## src/rtl/sram_b2_pkg.sv

```systemverilog
package sram_b2_pkg;

  typedef enum logic {
    RW_WRITE = 1'b0,
    RW_READ  = 1'b1
  } rw_e;

  // byte-write lanes per word: nibbles at 8 bits, 9-bit lanes otherwise
  function automatic int unsigned lane_count(input int unsigned dw);
    return (dw == 8) ? 2 : (dw + 8) / 9;
  endfunction

endpackage

```

## src/rtl/sram_b2_issue.sv

```systemverilog
module sram_b2_issue
  import sram_b2_pkg::*;
#(
  parameter int unsigned DW = 36,
  parameter int unsigned AW = 18,
  parameter int unsigned BW = 4
) (
  input  logic            clk_i,
  input  logic            rst_ni,
  input  logic            fire_i,
  input  logic            wr_i,
  input  logic [AW-1:0]   addr_i,
  input  logic [2*DW-1:0] wdata_i,
  input  logic [2*BW-1:0] be_i,
  output logic            ld_no,
  output logic            rw_o,
  output logic [AW-1:0]   addr_o,
  output logic [BW-1:0]   bw_rise_no,
  output logic [BW-1:0]   bw_fall_no,
  output logic [DW-1:0]   dq_rise_o,
  output logic [DW-1:0]   dq_fall_o,
  output logic            oe_o
);

  logic          wr_fire;
  logic [BW-1:0] bw_rise_d, bw_fall_d;

  assign wr_fire = fire_i & wr_i;

  for (genvar k = 0; k < BW; k++) begin : g_lane
    assign bw_rise_d[k] = ~(wr_fire & be_i[k]);
    assign bw_fall_d[k] = ~(wr_fire & be_i[BW+k]);
  end

  always_ff @(posedge clk_i or negedge rst_ni) begin
    if (!rst_ni) begin
      ld_no      <= 1'b1;
      rw_o       <= RW_READ;
      addr_o     <= '0;
      bw_rise_no <= '1;
      bw_fall_no <= '1;
      dq_rise_o  <= '0;
      dq_fall_o  <= '0;
      oe_o       <= 1'b0;
    end else begin
      ld_no      <= ~fire_i;
      oe_o       <= wr_fire;
      bw_rise_no <= bw_rise_d;
      bw_fall_no <= bw_fall_d;
      if (fire_i) begin
        rw_o   <= wr_i ? RW_WRITE : RW_READ;
        addr_o <= addr_i;
      end
      if (wr_fire) begin
        dq_rise_o <= wdata_i[DW-1:0];
        dq_fall_o <= wdata_i[2*DW-1:DW];
      end
    end
  end

endmodule

```

## src/rtl/sram_b2_rd_track.sv

```systemverilog
module sram_b2_rd_track #(
  parameter int unsigned DW     = 36,
  parameter int unsigned RD_LAT = 2
) (
  input  logic            clk_i,
  input  logic            rst_ni,
  input  logic            rd_fire_i,
  input  logic [DW-1:0]   dq_rise_i,
  input  logic [DW-1:0]   dq_fall_i,
  output logic            busy_o,
  output logic            valid_o,
  output logic [2*DW-1:0] data_o
);

  localparam int unsigned PW = RD_LAT + 1;

  // bit j high: read command was on the bus j cycles ago
  logic [PW-1:0] pipe_q;

  assign busy_o = |pipe_q;

  always_ff @(posedge clk_i or negedge rst_ni) begin
    if (!rst_ni) begin
      pipe_q  <= '0;
      valid_o <= 1'b0;
      data_o  <= '0;
    end else begin
      pipe_q  <= {pipe_q[PW-2:0], rd_fire_i};
      valid_o <= pipe_q[PW-1];
      if (pipe_q[PW-1]) data_o <= {dq_fall_i, dq_rise_i};
    end
  end

endmodule

```

## src/rtl/sram_b2_ctrl.sv

```systemverilog
module sram_b2_ctrl
  import sram_b2_pkg::*;
#(
  parameter int unsigned DW     = 36,
  parameter int unsigned AW     = 18,
  parameter int unsigned RD_LAT = 2,
  localparam int unsigned BW    = lane_count(DW)
) (
  input  logic            clk_i,
  input  logic            rst_ni,
  input  logic            req_valid_i,
  output logic            req_ready_o,
  input  logic            req_write_i,
  input  logic [AW-1:0]   req_addr_i,
  input  logic [2*DW-1:0] req_wdata_i,
  input  logic [2*BW-1:0] req_be_i,
  output logic            rd_valid_o,
  output logic [2*DW-1:0] rd_data_o,
  output logic            mem_ld_no,
  output logic            mem_rw_o,
  output logic [AW-1:0]   mem_addr_o,
  output logic [BW-1:0]   mem_bw_rise_no,
  output logic [BW-1:0]   mem_bw_fall_no,
  output logic [DW-1:0]   mem_dq_rise_o,
  output logic [DW-1:0]   mem_dq_fall_o,
  output logic            mem_dq_oe_o,
  input  logic [DW-1:0]   mem_dq_rise_i,
  input  logic [DW-1:0]   mem_dq_fall_i
);

  logic rd_busy;
  logic fire;

  // writes wait until no read data is due, leaving one idle bus cycle
  assign req_ready_o = ~(req_write_i & rd_busy);
  assign fire        = req_valid_i & req_ready_o;

  sram_b2_issue #(.DW(DW), .AW(AW), .BW(BW)) u_issue (
    .clk_i      (clk_i),
    .rst_ni     (rst_ni),
    .fire_i     (fire),
    .wr_i       (req_write_i),
    .addr_i     (req_addr_i),
    .wdata_i    (req_wdata_i),
    .be_i       (req_be_i),
    .ld_no      (mem_ld_no),
    .rw_o       (mem_rw_o),
    .addr_o     (mem_addr_o),
    .bw_rise_no (mem_bw_rise_no),
    .bw_fall_no (mem_bw_fall_no),
    .dq_rise_o  (mem_dq_rise_o),
    .dq_fall_o  (mem_dq_fall_o),
    .oe_o       (mem_dq_oe_o)
  );

  sram_b2_rd_track #(.DW(DW), .RD_LAT(RD_LAT)) u_rd (
    .clk_i     (clk_i),
    .rst_ni    (rst_ni),
    .rd_fire_i (fire & ~req_write_i),
    .dq_rise_i (mem_dq_rise_i),
    .dq_fall_i (mem_dq_fall_i),
    .busy_o    (rd_busy),
    .valid_o   (rd_valid_o),
    .data_o    (rd_data_o)
  );

endmodule

```

## config.mk

```make
export PLATFORM = sky130hd
export DESIGN_NAME = sram_b2_ctrl
export DESIGN_NICKNAME = d
export VERILOG_FILES = /design/src/rtl/sram_b2_pkg.sv /design/src/rtl/sram_b2_issue.sv /design/src/rtl/sram_b2_rd_track.sv /design/src/rtl/sram_b2_ctrl.sv
export SDC_FILE = /design/constraint.sdc
export NUM_CORES = 1
export LEC_CHECK = 0
export CAP_MARGIN = 10
export CORE_ASPECT_RATIO = 1.5
export CORE_MARGIN = 4
export CORE_UTILIZATION = 25
export CTS_CLUSTER_SIZE = 25
export DETAILED_ROUTE_END_ITERATION = 16
export SETUP_SLACK_MARGIN = 0.15
export SYNTH_ARGS = -nofsm -noshare
export SYNTH_HDL_FRONTEND = slang
export SYNTH_HIERARCHICAL = 1
export SYNTH_SLANG_ARGS = --single-unit
```

## constraint.sdc

```tcl
create_clock -name clk_i -period 3.7 [get_ports clk_i]
set_clock_uncertainty 0.2 [all_clocks]
set_input_delay 0.74 -clock clk_i [delete_from_list [all_inputs] [get_ports clk_i]]
set_output_delay 0.74 -clock clk_i [all_outputs]
set_load 0.02 [all_outputs]
```

Word-level counts from Yosys, hierarchy flattened
Index checks and enable logic that the tools add are counted.
{"block": "totals", "in_bits": 174, "mem_count": 0, "ram_bits": 0, "latch_bits": 0, "word_cells": 36, "reg_bits": 177, "rom_bits": 0, "output_inout_bits": 175}
{"block": "op_classes", "n_eq_ne": 0, "add_sub_neg": 0, "shift": 0, "n_bitwise": 23, "multipliers": 0, "reduce_logical": 1, "muxes": 1, "n_lt_le_gt_ge": 0, "div": 0}
{"op": "$and A1 B1 Y1", "count": 12}
{"op": "$not A1 Y1", "count": 11}
{"op": "$reduce_or A3 Y1", "count": 1}
{"op": "$mux W1", "count": 1}

Longest topological paths before layout
Gate-level depths: netlist of the first run.
{"block": "depth", "word_depth": 7, "ltp_mapped": 8, "depth_no_buf": 4}

Modules after synthesis
Netlist of the first run, hierarchy kept.
{"module": "sram_b2_issue", "area_each_um2": 3982.6, "n_inst": 1, "cells_per_inst": 214}
{"module": "sram_b2_rd_track", "area_each_um2": 2826.5, "n_inst": 1, "cells_per_inst": 157}
{"module": "sram_b2_ctrl", "area_each_um2": 21.3, "n_inst": 1, "cells_per_inst": 3}

Least setup slack after synthesis of the first run
No wires, ideal clock.
{"block": "synth_path", "path_kind": "reg-to-reg", "start": "register u_rd.pipe_q[2]", "end": "register u_issue.dq_fall_o[0]", "required_ps": 3375, "synth_period_minus_slack_ps": 2214, "path_buffers": 4, "path_slack_ps": 1486, "path_stages_with_launch": 9, "arrival_time_ps": 1889, "setup_ps": 125, "cell_sequence": "dfrtp_1 buf_6 clkbuf_8 or3_1 a21boi_2 and2_1 buf_6 buf_6 mux2_4"}
{"block": "synth_via", "elab_chain_len": 5}
{"item": "from (decl)", "line_no": "sram_b2_rd_track.sv:18", "rtl": "logic [PW-1:0] pipe_q;"}
{"item": "from (signal assigned)", "line_no": "sram_b2_rd_track.sv:28", "rtl": "pipe_q <= {pipe_q[PW-2:0], rd_fire_i};"}
{"item": "$reduce_or A3 Y1", "line_no": "sram_b2_rd_track.sv:20", "rtl": "assign busy_o = |pipe_q;"}
{"item": "net rd_busy", "line_no": "sram_b2_ctrl.sv:31", "rtl": "logic rd_busy;"}
{"item": "$and A1 B1 Y1", "line_no": "sram_b2_ctrl.sv:35", "rtl": "assign req_ready_o = ~(req_write_i & rd_busy);"}
{"item": "$not A1 Y1", "line_no": "sram_b2_ctrl.sv:35"}
{"item": "$and A1 B1 Y1", "line_no": "sram_b2_ctrl.sv:36", "rtl": "assign fire = req_valid_i & req_ready_o;"}
{"item": "net fire", "line_no": "sram_b2_ctrl.sv:32", "rtl": "logic fire;"}
{"item": "$and A1 B1 Y1", "line_no": "sram_b2_issue.sv:28", "rtl": "assign wr_fire = fire_i & wr_i;"}
{"item": "to (signal assigned)", "line_no": "sram_b2_issue.sv:56", "rtl": "dq_fall_o <= wdata_i[2*DW-1:DW];"}
{"item": "to (decl)", "line_no": "sram_b2_issue.sv:21", "rtl": "output logic [DW-1:0] dq_fall_o,"}
The timed path passes the listed nets, and every way through them passes these cells.
A chain may end at the register's enable or synchronous reset.

Worst setup path in the final report of the first run
{"block": "layout_path", "start": "input req_write_i", "end": "output req_ready_o"}
{"block": "layout_via", "elab_chain_len": 2}
{"item": "from (decl)", "line_no": "sram_b2_ctrl.sv:13", "rtl": "input logic req_write_i,"}
{"item": "$and A1 B1 Y1", "line_no": "sram_b2_ctrl.sv:35"}
{"item": "$not A1 Y1", "line_no": "sram_b2_ctrl.sv:35"}
{"item": "to (decl)", "line_no": "sram_b2_ctrl.sv:12", "rtl": "output logic req_ready_o,"}
No other way between the ends.

==> impl_metrics.ini, run 1 <==
[setup_path]
cp_slowest_stage_delay_ps = 600
r2r_end = u_issue/dq_fall_o[28]
r2r_setup_slack_ps = 1440
timing.rr.start = u_rd/pipe_q[1]
cp-start-kind = primary input
critPathCaptureType = output pin
path_common_cell = clkdlybuf4s50_1
crit_chain = clkdlybuf4s50_1 -> nand2_1 -> clkdlybuf4s50_1
slowest_stage = clkdlybuf4s50_1
cp.arrival_ps = 1950
worst-r2r-cell-count = 5
crit_required_ps = 2760
critical_path_class = primary input to output pin
critPathMaxFanout = 5

[cells_and_area]
multiInputGateArea_um2 = 2170
fillers = 2491
antenna_cells = 0
syn_to_final_growth_pct = 64.5
area.sequential_um2 = 4440
final-instance-count-excl-fill = 1081
nets = 905
finalInstanceArea_um2 = 11200
layout-drive-gt1-share_pct = 29.0

[placement]
place_ws_ps = 810
place_area_um2 = 10600
io_buffers = 348
place.gp.congestion = 0.721
dp.cells = 1049
dpl.hpwl_mm = 14.3

[floorplan]
core_um2 = 26800
dieArea_um2 = 30100
start_util_pct = 25.5
num_rows = 73
die_height_um = 210
die_w_um = 143
io-pin-count = 349

[route]
wire_per_inst_um = 17.6
via_per_inst = 4.12
vias = 4449
postRouteAntennaNets = 0
drtIter0Drc = 134
drt_wl_total_mm = 19.0
drc = 0
drt_first_pass_iters = 3

[synth]
synth-simple-area-share_pct = 0.861
synth_cell_types = 15
syn_area_um2 = 6830
synth_top_family_by_area = multiplexers
synth_compound_area_share_pct = 0.238
synth_nets = 548
netlist_instances = 374
synthMuxAreaShare_pct = 30.6
synthAdderAreaFrac_pct = 0
yosysWarnings = 6
synth_seq_cells = 177
synth_xor_area_share_pct = 0
avgSynthCellArea_um2 = 18.3
synth_seq_area_share_pct = 65.0

[sta]
relSlewSlack_pct = 33.3
finalMaxSlewViolations = 0
hold_viol = 0
setup_viol = 0
rsz0062_at_grt = false
min_period_over_period_pct = 78.0
worstMarginPinSlew_ps = 1000
period_minus_slack_ps = 2890
fmax_mhz = 347
setup_tns_ps = 0
setup_ws_ps = 815

[pwr]
p_leak_nw = 4.68
p_per_area_nw_per_um2 = 533
finalPower_mw = 5.99
ir_worst_vdd_uv = 339

[clocking]
cts_resized = 0
clk_pin_slew_ps = 70
root_buffer = clkbuf_16
cts_tree = done
cts_sinks = 177
h-tree-depth = 4
cts_hold_buf = 0
clock_latency_ps = 420
cts.path.max_buffers = 2
post_cts_buffers = 0
cts_made_buffers = 17

[global_routing]
grt_overflow = 0
grt_pass1_wl_mm = 28.2
grt_max_degree = 74
grtUsageTotal_pct = 12.3
grt_pass1_vias = 4950
antenna_found_initial = 0

[min_path]
worstHoldPathType = primary input to asynchronous set/reset pin

[outcome]
outcome = completed

[job]
max_cap_viol_count = 0
## metal layers
metal | track usage [%] | wire length [um]
met2 | 23.0 | 10500
met5 | 0 | 0
met3 | 4.86 | 1660
met4 | 4.13 | 310
met1 | 12.3 | 6480
## Yosys cell counts
| cell type | number | area (um^2) |
|---|---|---|
| inv_1 | 1 | 3.75 |
| mux2_2 | 91 | 1020 |
| o21ai_0 | 1 | 5.00 |
| dfstp_2 | 10 | 263 |
| mux2_4 | 71 | 1070 |
| nand2b_1 | 1 | 6.26 |
| and2_1 | 1 | 6.26 |
| nand2_1 | 9 | 33.8 |
| nor2b_1 | 1 | 6.26 |
| buf_6 | 10 | 113 |
| buf_2 | 2 | 10.0 |
| a21boi_2 | 1 | 11.3 |
| or3_1 | 1 | 6.26 |
| clkbuf_8 | 7 | 96.3 |
| dfrtp_1 | 167 | 4180 |
## where the power goes
| part | internal (mW) | switching, mW |
|---|---|---|
| Clock | 1.06 | 0.780 |
| Sequential | 2.25 | 0.162 |
| Combinational | 1.01 | 0.741 |
| Total | 4.31 | 1.68 |
## placed cells by master, fill, tap and decap left out
cell,instances
inv_6,3
buf_4,5
bufinv_16,2
clkbuf_1,1
nand2_1,9
mux2_2,91
nor2b_1,1
mux2_4,71
clkinv_4,2
a21boi_2,1
clkdlybuf4s50_1,347
buf_12,4
o21ai_0,1
clkbuf_16,17
clkinv_2,3
clkinvlp_4,1
dfstp_2,10
nand2b_1,1
clkbuf_8,3
buf_6,1
inv_1,1
dfrtp_1,166
and2_4,1
or3_1,1
dfrtp_2,1
## cells by family (layout without fill, tap and decap cells)
family                 Yosys count  count (layout)
DFF                            177             177
buffers and inverters           20             390
muxes                          162             162
AOI/OAI and AO/OA                2               2
and+or+nand+nor                 13              13
## flip-flops by register name, summed over array words and instances, names as in the netlist
signal,cells
u_issue/oe_o,1
u_issue/addr_o,18
u_issue/dq_rise_o,36
u_rd/data_o,72
u_issue/ld_no,1
u_rd/pipe_q,3
u_issue/bw_rise_no,4
u_issue/dq_fall_o,36
u_rd/valid_o,1
u_issue/rw_o,1
u_issue/bw_fall_no,4
## worst max-delay path by stage
stage                     slack, ps           start                   end
after floorplan                1490  u_rd/pipe_q[2]  u_issue/dq_fall_o[0]
after global placement          820     req_write_i           req_ready_o
after detailed placement        810     req_write_i           req_ready_o
after CTS                       800  u_rd/pipe_q[1]           req_ready_o
after global routing            770  u_rd/pipe_q[1]           req_ready_o
final                           810     req_write_i           req_ready_o
## worst max-delay path, delay by kind of cell
kind | cells | cell delay, ps
buffers and inverters | 2 | 1090
AND/OR/NAND/NOR | 1 | 110
## cell type report
class,count,share of cell area (%)
clock buffers,21,4.19
flip-flops and latches,177,39.5
repair buffers,357,32.1
multi-input cells,177,19.3
clock inverters,11,1.12
well taps,337,3.75
inverters,1,0.0334
## per-stage QoR
step	hold WS, ps	util (%)
after floorplan	148	-
after global placement	153	39.8
after detailed placement	157	39.8
after CTS	1.74	42.0
after global routing	16.9	42.0
final	20.9	42.0
No activity file was read; power rests on OpenSTA's default activity.
==> run 2: changes to the inputs <==
==> constraint.sdc (replaced) <==
create_clock -name clk_i -period 2.9 [get_ports clk_i]
set_clock_uncertainty 0.2 [all_clocks]
set_input_delay 0.58 -clock clk_i [delete_from_list [all_inputs] [get_ports clk_i]]
set_output_delay 0.58 -clock clk_i [all_outputs]
set_load 0.02 [all_outputs]
==> run 2 against run 1 <==
Sequential power rose by 27%. Critical path depth fell by 2. Clock-buffer cell count fell by 2. Critical path type is now flip-flop to output pin. Largest cell class unchanged.
==> impl_metrics.ini, run 2 (same netlist as run 1, synthesis figures left out) <==
[outcome]
outcome = completed

[pwr]
p_per_area_nw_per_um2 = 676
p_leak_nw = 4.69
finalPower_mw = 7.61
ir_worst_vdd_uv = 368

[sta]
hold_viol = 0
fmax_mhz = 421
setup_viol = 0
period_minus_slack_ps = 2380
rsz0062_at_grt = false
timing.hold.ws_ps = 172
relSlewSlack_pct = 34.4
finalMaxSlewViolations = 0
setup_tns_ps = 0
worstMarginPinSlew_ps = 984
min_period_over_period_pct = 81.9

[floorplan]
die_w_um = 143
num_rows = 73
start_util_pct = 25.5
core_um2 = 26800
io-pin-count = 349
dieArea_um2 = 30100
die_height_um = 210

[setup_path]
startpoint = u_issue/rw_o
critPathMaxFanout = 2
critPathCaptureType = output pin
path_buf_inv = 1
timing.rr.start = u_rd/pipe_q[1]
crit_required_ps = 2120
cp.arrival_ps = 1600
worst-r2r-cell-count = 5
path_depth = 1
cp_slowest_stage_delay_ps = 640
slowest_stage = clkdlybuf4s50_1
cp-start-kind = flip-flop
r2r_setup_slack_ps = 680
crit_chain = clkdlybuf4s50_1
endpoint = mem_rw_o
r2r_end = u_issue/dq_fall_o[35]
critical_path.top_delay_family = buffers and inverters
critical_path_class = flip-flop to output pin

[global_routing]
antenna_found_initial = 0
grt_max_degree = 74
grt_overflow = 0
grtUsageTotal_pct = 12.4
grt_pass1_wl_mm = 28.5
grt_pass1_vias = 4961

[clocking]
cts_tree = done
cts_sinks = 177
root_buffer = clkbuf_16
clock_latency_ps = 420
clk_pin_slew_ps = 70
cts_made_buffers = 17
cts.path.max_buffers = 2
h-tree-depth = 4

[cells_and_area]
top_register = u_rd/data_o
largest_reg_flops = 72
final_common_cell = clkdlybuf4s50_1
syn_to_final_growth_pct = 64.9
antenna_cells = 0
reg_top3 = u_rd/data_o: 72 flops, u_issue/dq_fall_o: 36 flops, u_issue/dq_rise_o: 36 flops
layout-drive-gt1-share_pct = 29.2
final-instance-count-excl-fill = 1086
fillers = 2526
nets = 910
final_cell_mix = clkdlybuf4s50_1, dfrtp_1, mux2_2, mux2_4, clkbuf_16

[route]
drtIter0Drc = 126
via_per_inst = 4.09
wire_per_inst_um = 17.5
postRouteAntennaNets = 0
vias = 4441
drt_wl_total_mm = 19.0
drc = 0
drt_first_pass_iters = 4

[placement]
dp.cells = 1053
place.gp.congestion = 0.754
dpl.hpwl_mm = 14.5
io_buffers = 348

[min_path]
worstHoldPathType = flip-flop to flip-flop

[job]
max_cap_viol_count = 0
==> run 2: cell type report <==
class,count,area [um^2],share of cell area (%)
Multi-Input combinational cell,177,2170,19.3
Clock inverter,13,149,1.32
Inverter,1,3.75,0.0333
Tap cell,337,422,3.74
Sequential cell,177,4440,39.4
Timing Repair Buffer,362,3640,32.4
Clock buffer,19,433,3.84
==> run 2: what timing repair did <==
| item | in CTS | in global routing |
|---|---|---|
| hold endpoints to repair | 30 | 0 |
| hold buffers | 1 | 0 |
| resized for setup | 0 | 1 |
| setup buffers | 0 | 0 |
| endpoints found under the setup margin | 0 | 1 |
==> run 2: layer usage <==
metal / share of wire [%] / vias up / GRT usage [%]
li1: - / 2029 / -
met1: 35 / 2201 / 12.7
met2: 55 / 199 / 23.1
met3: 8.0 / 12 / 4.33
met4: 1.6 / 0 / 4.26
met5: 0 / - / 0
==> run 2: worst min path at each step <==
| stage | from | endpoint | depth (start not counted) |
|---|---|---|---|
| 3_3_place_gp | u_rd/pipe_q[0] | u_rd/pipe_q[1] | 0 |
| 4_1_cts | u_rd/pipe_q[0] | u_rd/pipe_q[1] | 0 |
| 6_report | u_rd/pipe_q[0] | u_rd/pipe_q[1] | 0 |
| 5_1_grt | u_rd/pipe_q[0] | u_rd/pipe_q[1] | 0 |
| 3_5_place_dp | u_rd/pipe_q[0] | u_rd/pipe_q[1] | 0 |
| 2_1_floorplan | rst_ni | u_issue/addr_o[0] | 0 |
==> run 2: worst reg2reg max path: cells and delay by family (launching register included) <==
| family | cells | cell delay (ps) |
|---|---|---|
| mux | 1 | 350 |
| simple gates | 2 | 760 |
| flops | 1 | 370 |
| buf+inv | 1 | 270 |
| compound gates | 1 | 160 |
==> run 2: metrics by stage <==
| stage | worst slack (ps) | cell area, um^2 | util, % |
|---|---|---|---|
| detailed placement | 303 | 10700 | 39.9 |
| global placement | 342 | 10700 | 39.9 |
| global route | 463 | 11300 | 42.1 |
| CTS | 175 | 11300 | 42.1 |
| finish | 524 | 11300 | 42.1 |
| floorplan | 686 | 6830 | - |
==> run 2: report_power, final <==
part	total [mW]	internal (mW)	switching, mW	leakage [nW]
combinational	2.24	1.29	0.949	2.34
clock	2.30	1.29	1.02	0.275
sequential	3.07	2.86	0.208	2.07
==> run 3: changes to the inputs <==
==> constraint.sdc (replaced) <==
create_clock -name clk_i -period 2 [get_ports clk_i]
set_clock_uncertainty 0.2 [all_clocks]
set_input_delay 0.4 -clock clk_i [delete_from_list [all_inputs] [get_ports clk_i]]
set_output_delay 0.4 -clock clk_i [all_outputs]
set_load 0.02 [all_outputs]
==> run 3 against run 2 <==
The run now ends with setup timing left. Utilization rose by 0.84 points. First-iteration DRC count shrank 10%. Cell area is 2.0% higher. Final cell count is 2.0% higher. Critical path depth is 6 higher. Register-to-register slack got worse by 820 ps. Via count increased by 2.5%. Power is 41% higher. Sequential cell count unchanged. Non-clock buffer count increased by 19. Sequential share of layout area is 0.77 points lower. Die area is the same. Critical endpoint is now u_issue/dq_rise_o[22]. Largest power group unchanged.
==> impl_metrics.ini, run 3 (same netlist as run 1, synthesis figures left out) <==
[sta]
setup_ws_ps = -135
hold_viol = 0
fmax_mhz = 468
relSlewSlack_pct = 52.8
min_period_over_period_pct = 107
rsz0062_at_grt = true
timing.hold.ws_ps = 181
period_minus_slack_ps = 2140
setup_viol = 73
finalMaxSlewViolations = 0
worstMarginPinSlew_ps = 708

[global_routing]
grt_max_degree = 74
antenna_found_initial = 3
grt_pass1_wl_mm = 29.3
grt_overflow = 0
grtUsageTotal_pct = 12.9
grt_pass1_vias = 4970

[floorplan]
die_w_um = 143
dieArea_um2 = 30100
start_util_pct = 25.5
core_um2 = 26800
die_height_um = 210
num_rows = 73
io-pin-count = 349

[clocking]
cts_tree = done
cts_made_buffers = 17
clk_pin_slew_ps = 70
cts.path.max_buffers = 2
clock_latency_ps = 420
root_buffer = clkbuf_16
cts_sinks = 177
h-tree-depth = 4

[route]
vias = 4553
drtIter0Drc = 113
via_per_inst = 4.11
drc = 0
wire_per_inst_um = 18.2
drt_first_pass_iters = 4
drt_wl_total_mm = 20.2
postRouteAntennaNets = 0

[cells_and_area]
reg_top3 = u_rd/data_o: 72 flops, u_issue/dq_fall_o: 36 flops, u_issue/dq_rise_o: 36 flops
largest_reg_flops = 72
syn_to_final_growth_pct = 68.2
layout-drive-gt1-share_pct = 32.7
final_common_cell = clkdlybuf4s50_1
top_register = u_rd/data_o
final_cell_mix = clkdlybuf4s50_1, dfrtp_1, dlygate4sd2_1, mux2_4, mux2_2
fillers = 2545
final-instance-count-excl-fill = 1108
nets = 929

[setup_path]
critPathCaptureType = flip-flop
timing.rr.start = u_rd/pipe_q[1]
cp.arrival_ps = 2240
crit_required_ps = 2110
startpoint = u_rd/pipe_q[1]
critPathMaxFanout = 6
cp-start-kind = flip-flop
critical_path_class = flip-flop to flip-flop

[min_path]
holdCritStartpoint = u_rd/pipe_q[1]
worstHoldPathType = flip-flop to flip-flop

[pwr]
p_per_area_nw_per_um2 = 936
ir_worst_vdd_uv = 540
finalPower_mw = 10.8
p_leak_nw = 5.19

[placement]
dp.cells = 1056
io_buffers = 348
place_ws_ps = -244
dpl.hpwl_mm = 15.0
place.gp.congestion = 0.789

[outcome]
outcome = finished, violations left
failed_checks = setup timing

[job]
max_cap_viol_count = 0
[run 3: cell types whose count changed in the layout (fill, tap and decap cells not counted), sizes merged]
cell,previous run,this run
clkdlybuf4s50,346,172
dlygate4sd2,0,164
buf,14,37
clkinv,3,7
clkbuf,19,22
clkdlybuf4s15,0,3
clkinvlp,3,0
diode,0,3
dlymetal6s2s,1,0
[run 3: path summary, 6_finish.rpt]
kind                                         endpoint  slack, ps  cells past startpoint
worst max register to register  u_issue/dq_rise_o[22]       -140                      7
min in group asynchronous             u_rd/data_o[25]        220                      2
worst min-delay path                   u_rd/pipe_q[2]        180                      0
max in group asynchronous               u_issue/ld_no        720                      3
worst min register to register         u_rd/pipe_q[2]        180                      0
worst max-delay path            u_issue/dq_rise_o[22]       -140                      7
[run 3: layout make-up]
cell class	count	area, um^2	area share, %
Tap cell	337	422	3.67
Clock buffer	18	429	3.74
Antenna cell	3	7.51	0.0654
Inverter	1	3.75	0.0327
Clock inverter	14	155	1.35
Sequential cell	177	4440	38.7
Multi-Input combinational cell	177	2250	19.6
Timing Repair Buffer	381	3780	32.9
[run 3: metal layers]
| metal | part of all wire, % | up-vias | track usage, % |
|---|---|---|---|
| li1 | - | 2089 | - |
| met1 | 38 | 2213 | 14.1 |
| met2 | 51 | 227 | 22.5 |
| met3 | 8.5 | 24 | 4.43 |
| met4 | 2.3 | 0 | 5.35 |
| met5 | 0 | - | 0 |
[run 3: timing repair]
item | 4_1_cts | 5_1_grt
setup buffers | 8 | 1
cloned | 3 | 4
hold buffers | 1 | 0
setup endpoints to repair | 337 | 107
hold endpoints to repair | 83 | 0
gates resized for setup | 215 | 31
pin swaps | 1 | 1
[run 3: metrics by stage]
| step | util, % | TNS (ps) | area, um^2 |
|---|---|---|---|
| after floorplan | - | -14790 | 6840 |
| after global placement | 40.1 | -17050 | 10700 |
| final | 42.9 | -6670 | 11500 |
| after global routing | 42.9 | -12990 | 11500 |
| after CTS | 42.3 | -5250 | 11300 |
| after detailed placement | 40.1 | -16740 | 10700 |
[run 3: worst max-delay path, cell delays in order (launching register included)]
cell and delay, ps:
dfrtp_1 380, or3_4 410, a21boi_4 160, and2_4 230
buf_4 130, buf_6 100, buf_16 110, mux2_4 280
[run 3: power breakdown]
part / total, mW / switching, mW / leakage [nW] / internal (mW)
Sequential: 4.44 / 0.283 / 2.07 / 4.15
Combinational: 2.98 / 1.41 / 2.83 / 1.57
Clock: 3.34 / 1.47 / 0.293 / 1.87
